### src/rtl/irq_ctrl_pkg.sv
package irq_ctrl_pkg;

    // Width of each request/mask register and of the data bus
    localparam int GRP_W = 4;

    // Per-group bus command decoded from address and strobes
    typedef struct packed {
        logic req_rd;   // read of this group's request register
        logic req_wr;   // write-1-clear of this group's request register
        logic mask_wr;  // write of this group's mask register
    } grp_cmd_t;

    // Bits of a group's flags that are cleared this cycle
    function automatic logic [GRP_W-1:0] clr_bits(grp_cmd_t cmd, logic [GRP_W-1:0] wdata);
        logic [GRP_W-1:0] c;
        c = '0;
        if (cmd.req_rd)      c = '1;
        else if (cmd.req_wr) c = wdata;
        return c;
    endfunction

endpackage

### src/rtl/irq_ctrl_edge.sv
module irq_ctrl_edge #(
    parameter int W      = 4,
    parameter int STAGES = 2
) (
    input  logic         clk,
    input  logic         rst,
    input  logic [W-1:0] din,
    output logic [W-1:0] rise
);
    logic [W-1:0] cur;
    logic [W-1:0] prev;

    generate
        if (STAGES > 0) begin : g_sync
            logic [W-1:0] stg [STAGES];
            always_ff @(posedge clk) begin
                if (rst) begin
                    for (int i = 0; i < STAGES; i++) stg[i] <= '0;
                end else begin
                    stg[0] <= din;
                    for (int i = 1; i < STAGES; i++) stg[i] <= stg[i-1];
                end
            end
            assign cur = stg[STAGES-1];
        end else begin : g_direct
            assign cur = din;
        end
    endgenerate

    always_ff @(posedge clk) begin
        if (rst) prev <= '0;
        else     prev <= cur;
    end

    assign rise = cur & ~prev;
endmodule

### src/rtl/irq_ctrl_grp.sv
module irq_ctrl_grp
    import irq_ctrl_pkg::*;
(
    input  logic             clk,
    input  logic             rst,
    input  logic [GRP_W-1:0] rise,
    input  grp_cmd_t         cmd,
    input  logic [GRP_W-1:0] wdata,
    output logic [GRP_W-1:0] flags,
    output logic [GRP_W-1:0] mask
);
    logic [GRP_W-1:0] clr;
    logic [GRP_W-1:0] set;

    assign clr = clr_bits(cmd, wdata);
    assign set = rise & mask;

    always_ff @(posedge clk) begin
        if (rst) begin
            flags <= '0;
            mask  <= '0;
        end else begin
            // a new edge wins over a clear in the same cycle
            flags <= (flags & ~clr) | set;
            if (cmd.mask_wr) mask <= wdata;
        end
    end
endmodule

### src/rtl/irq_ctrl.sv
module irq_ctrl
    import irq_ctrl_pkg::*;
#(
    parameter int NUM_EXT     = 4,
    parameter int NUM_INT     = 8,
    parameter int SYNC_STAGES = 2,
    parameter int ADDR_W      = 3
) (
    input  logic              clk,
    input  logic              rst,
    input  logic [NUM_EXT-1:0] ext_req,
    input  logic [NUM_INT-1:0] int_req,
    input  logic              sbe_req,
    input  logic [ADDR_W-1:0] bus_addr,
    input  logic              bus_rd,
    input  logic              bus_wr,
    input  logic [GRP_W-1:0]  bus_wdata,
    output logic [GRP_W-1:0]  bus_rdata,
    output logic              cpu_irq
);
    localparam int NUM_SRC   = NUM_EXT + NUM_INT;
    localparam int NUM_GRP   = NUM_SRC / GRP_W;
    localparam int MASK_BASE = NUM_GRP;
    localparam int CTRL_ADDR = 2 * NUM_GRP;

    logic [NUM_EXT-1:0] ext_rise;
    logic [NUM_INT-1:0] int_rise;
    logic [NUM_SRC-1:0] rise_vec;
    logic [NUM_SRC-1:0] flag_vec;
    logic [NUM_SRC-1:0] mask_vec;
    logic               gen_en;
    grp_cmd_t           cmd [NUM_GRP];

    irq_ctrl_edge #(.W(NUM_EXT), .STAGES(SYNC_STAGES)) u_ext_edge (
        .clk(clk), .rst(rst), .din(ext_req), .rise(ext_rise)
    );

    irq_ctrl_edge #(.W(NUM_INT), .STAGES(0)) u_int_edge (
        .clk(clk), .rst(rst), .din(int_req), .rise(int_rise)
    );

    assign rise_vec = {int_rise, ext_rise};

    generate
        for (genvar g = 0; g < NUM_GRP; g++) begin : g_grp
            always_comb begin
                cmd[g].req_rd  = bus_rd && (bus_addr == ADDR_W'(g));
                cmd[g].req_wr  = bus_wr && (bus_addr == ADDR_W'(g));
                cmd[g].mask_wr = bus_wr && (bus_addr == ADDR_W'(MASK_BASE + g));
            end

            irq_ctrl_grp u_grp (
                .clk  (clk),
                .rst  (rst),
                .rise (rise_vec[g*GRP_W +: GRP_W]),
                .cmd  (cmd[g]),
                .wdata(bus_wdata),
                .flags(flag_vec[g*GRP_W +: GRP_W]),
                .mask (mask_vec[g*GRP_W +: GRP_W])
            );
        end
    endgenerate

    always_ff @(posedge clk) begin
        if (rst)
            gen_en <= 1'b0;
        else if (bus_wr && (bus_addr == ADDR_W'(CTRL_ADDR)))
            gen_en <= bus_wdata[0];
    end

    always_comb begin
        bus_rdata = '0;
        for (int g = 0; g < NUM_GRP; g++) begin
            if (bus_addr == ADDR_W'(g))
                bus_rdata = flag_vec[g*GRP_W +: GRP_W];
            if (bus_addr == ADDR_W'(MASK_BASE + g))
                bus_rdata = mask_vec[g*GRP_W +: GRP_W];
        end
        if (bus_addr == ADDR_W'(CTRL_ADDR))
            bus_rdata = {{(GRP_W-1){1'b0}}, gen_en};
    end

    assign cpu_irq = sbe_req | (gen_en & (|flag_vec));
endmodule

### config.mk
export PLATFORM = sky130hd
export DESIGN_NAME = irq_ctrl
export DESIGN_NICKNAME = d
export VERILOG_FILES = /design/src/rtl/irq_ctrl_pkg.sv /design/src/rtl/irq_ctrl_edge.sv /design/src/rtl/irq_ctrl_grp.sv /design/src/rtl/irq_ctrl.sv
export SDC_FILE = /design/constraint.sdc
export NUM_CORES = 1
export LEC_CHECK = 0
export BUFFER_PORTS_ARGS = -buffer_cell sky130_fd_sc_hd__buf_4
export CELL_PAD_IN_SITES_DETAIL_PLACEMENT = 0
export CELL_PAD_IN_SITES_GLOBAL_PLACEMENT = 1
export CORE_MARGIN = 2
export CORE_UTILIZATION = 30
export CTS_CLUSTER_DIAMETER = 60
export DETAILED_ROUTE_END_ITERATION = 7
export HOLD_SLACK_MARGIN = 0.02
export PLACE_DENSITY = 0.69
export SLEW_MARGIN = 20
export SYNTH_ARGS = -nofsm -noshare
export SYNTH_HDL_FRONTEND = slang
export SYNTH_SLANG_ARGS = --single-unit
### constraint.sdc
create_clock -name clk -period 1.11 [get_ports clk]
set_input_delay 0.0555 -clock clk [delete_from_list [all_inputs] [get_ports clk]]
set_output_delay 0.0555 -clock clk [all_outputs]
set_load 0.05 [all_outputs]
==> impl_metrics.env <==
export IMPL_ctsRootBufferMaster="clkbuf_8"
export IMPL_placed_cell_area_um2=2390
export IMPL_synth_avg_cell_area_um2=9.719
export IMPL_clockPowerShare_pct=33.0
export IMPL_finish_utilization_pct=42.06
export IMPL_worst_path_max_delay_cell="dfxtp_2"
export IMPL_synth_most_common_cell="dfxtp_1"
export IMPL_grt_max_degree=35
export IMPL_wl_per_cell_um=13.70
export IMPL_grt_overflow_total=0
export IMPL_path_class="reg -> out"
export IMPL_slew_headroom_pct=79.47
export IMPL_p_leak_nw=1.101
export IMPL_core_area_um2=6277
export IMPL_startpoint_type="flip-flop"
export IMPL_setup_violations=5
export IMPL_cts_buffer_depth=2
export IMPL_ios=29
export IMPL_dr_pass1_iters=6
export IMPL_drtAntennaViolNets=0
export IMPL_rsz0062_at_grt="yes"
export IMPL_antenna_found_initial=0
export IMPL_use_met2_pct=21.07
export IMPL_syn_area_um2=1924
export IMPL_route_detailed_drc=0
export IMPL_end_kind="output pin"
export IMPL_gr_usage_all_layers_pct=13.77
export IMPL_fin_worst_skew_ns=0.006614
export IMPL_syn_to_final_growth_pct=37.19
export IMPL_numCtsBuffers=5
export IMPL_cp_slowest_stage_delay_ns=0.34
export IMPL_ys_seq_area_share_pct=46.81
export IMPL_synth_edff_count=0
export IMPL_use_met3_pct=3.264
export IMPL_clk_latency_ns=0.30
export IMPL_fin_crit_ns=1.443
export IMPL_violations="setup timing"
export IMPL_synthCells=198
export IMPL_cts_tree="yes"
export IMPL_clk_pin_slew_ns=0.08
export IMPL_synth_main_ff_cell="dfxtp_1"
export IMPL_use_met1_pct=18.90
export IMPL_final_hold_viol_count=0
export IMPL_busiest_layer="met2"
export IMPL_wirelength_um=4590
export IMPL_ff2ff_setup_slack_ns=0.28
export IMPL_ys_types=34
export IMPL_vias=1611
export IMPL_mappedNetlistNets=222
export IMPL_swShare_pct=25.52
export IMPL_ys_ff_latch=45
export IMPL_fill_cells=622
export IMPL_synth_area_leaders="dfxtp_1 (47%), mux2i_1 (10%), nor2b_1 (7.2%)"
export IMPL_drv_slew=0
export IMPL_cp_data_arrival_time_ns=1.39
export IMPL_fp_dieW_um=84.09
export IMPL_cp_max_fo=3
export IMPL_fin_area_um2=2640
export IMPL_diodes=0
export IMPL_ys_warn_count=0
export IMPL_preCtsSetupSlack_ns=-0.1038
export IMPL_power_mw=3.113
export IMPL_via_per_inst=4.809
export IMPL_h_tree_depth=2
export IMPL_period_share_pct=130.0
export IMPL_crit_chain="nor4_2 -> nand3_1 -> a21o_1 -> buf_6"
export IMPL_final_setup_worst_slack_ns=-0.3332
export IMPL_fmax_ghz=0.6929
export IMPL_switchingPower_mw=0.7946
export IMPL_cts_num_sinks=45
export IMPL_hpwl_um=3355
export IMPL_die_area_um2=7071
export IMPL_seqPwrFrac_pct=53.9
export IMPL_combinationalPowerShare_pct=13.1
export IMPL_p_int_mw=2.319
export IMPL_status="finished with violations"
export IMPL_tightest_slew_ns=0.3066
export IMPL_async_reset_ff_share_pct=0
export IMPL_synth_common_cells="dfxtp_1 (45), nor2b_1 (22), mux2i_1 (20), nand2_1 (18), nor2_1 (17)"
export IMPL_die_h_um=84.09
export IMPL_cp_required_ns=1.05
export IMPL_std_cell_rows=29
export IMPL_cts_setup_buffers=0
export IMPL_synth_area_leader_cell="dfxtp_1"
export IMPL_drt_iter0_drc=78
export IMPL_place_congestion=0.8286
export IMPL_maxCapViolations=0
export IMPL_max_vdd_ir_drop_v=0.0004618
export IMPL_grt_pass1_wl_um=7707
export IMPL_power_density_nw_per_um2=1179
export IMPL_synth_top_area_share_pct=46.81
export IMPL_drive_gt1_share_pct=33.33
export IMPL_nets=281
export IMPL_worstHoldPathType="in -> reg"
export IMPL_port_buffers=28
export IMPL_grt_pass1_vias=1586
export IMPL_initial_core_util_pct=30.66
[placed cells by master, fill, tap and decap left out, drive strengths merged, types with 2 or more instances in the layout]
master       instances
a211oi               2
a21oi               10
a31oi                3
a32o                 3
and2b                2
and3b                3
and4bb               2
buf                 50
clkbuf               5
dfxtp               45
dlygate4sd3         11
inv                  5
mux2i               20
nand2               19
nand3               12
nand3b               9
nor2                17
nor2b               23
nor3b                2
nor4                 3
o221ai               3
[final timing paths]
kind / cells past startpoint / endpoint / startpoint
max reg2reg: 2 / g_grp[2].u_grp.flags[3] / g_grp[2].u_grp.flags[3]
min reg2reg: 1 / u_ext_edge.g_sync.stg[0][7] / u_ext_edge.g_sync.stg[0][3]
max: 4 / cpu_irq / g_grp[1].u_grp.flags[3]
min: 2 / u_int_edge.prev[7] / int_req[7]
[power groups by stage]
stage / Combinational, mW / Sequential, mW / Clock, mW
final: 0.407 / 1.68 / 1.03
after global routing: 0.441 / 1.68 / 1.14
after CTS: 0.410 / 1.68 / 1.07
after detailed placement: 0.372 / 1.72 / 0
after global placement: 0.371 / 1.72 / 0
after floorplan: 0.204 / 1.71 / 0
[cell type report]
cell class / instances / area, um2 / share of cell area, %
well taps: 77 / 96.34 / 3.649
multi-input cells: 140 / 1010 / 38.25
flip-flops and latches: 45 / 912.1 / 34.55
clock buffers: 5 / 68.82 / 2.607
repair buffers: 61 / 516.7 / 19.57
clock inverters: 3 / 21.27 / 0.8057
inverters: 4 / 15.01 / 0.5687
[worst max-delay path: cells and delay by family, from the launching register on]
family,cells,cell delay [ns]
flip-flops,1,0.34
AND/OR/NAND/NOR,2,0.41
AO/OA/AOI/OAI,1,0.18
buffers and inverters,1,0.15
[flip-flops by register name, indices dropped and copies added, names as in the netlist]
name and cells:
u_int_edge.prev 8, g_grp.u_grp.flags 12, g_grp.u_grp.mask 12, u_ext_edge.g_sync.stg 8
gen_en 1, u_ext_edge.prev 4
[timing repair]
item,4_1_cts,5_1_grt
gates resized for setup,14,3
pin swaps,9,3
endpoints found under the hold margin,12,0
gates cloned,0,0
hold buffers,11,0
setup endpoints to repair,5,5
[stage by stage]
stage                     instances  hold WS [ns]  setup TNS, ns
after global placement          316        0.2670        -0.5722
final                           335       0.02626         -1.447
after detailed placement        316        0.2696        -0.6738
after floorplan                 198        0.1386       -0.06498
after CTS                       335       0.02730         -1.520
after global routing            335       0.03657         -1.811
[cells by family (layout without fill, tap and decap cells)]
group	Yosys count	after routing	synth area share (%)
compound gates	24	24	8.973
buf+inv	13	73	3.771
flops	45	45	46.81
mux	20	20	10.40
simple gates	96	96	30.04
[routing by layer]
| layer | part of all wire, % | vias up |
|---|---|---|
| met1 | 50 | 768 |
| met2 | 45 | 30 |
| met3 | 3.5 | 6 |
| met4 | 1.5 | 0 |
| met5 | 0 | - |
| li1 | - | 807 |
No activity file was read; power rests on OpenSTA's default activity.
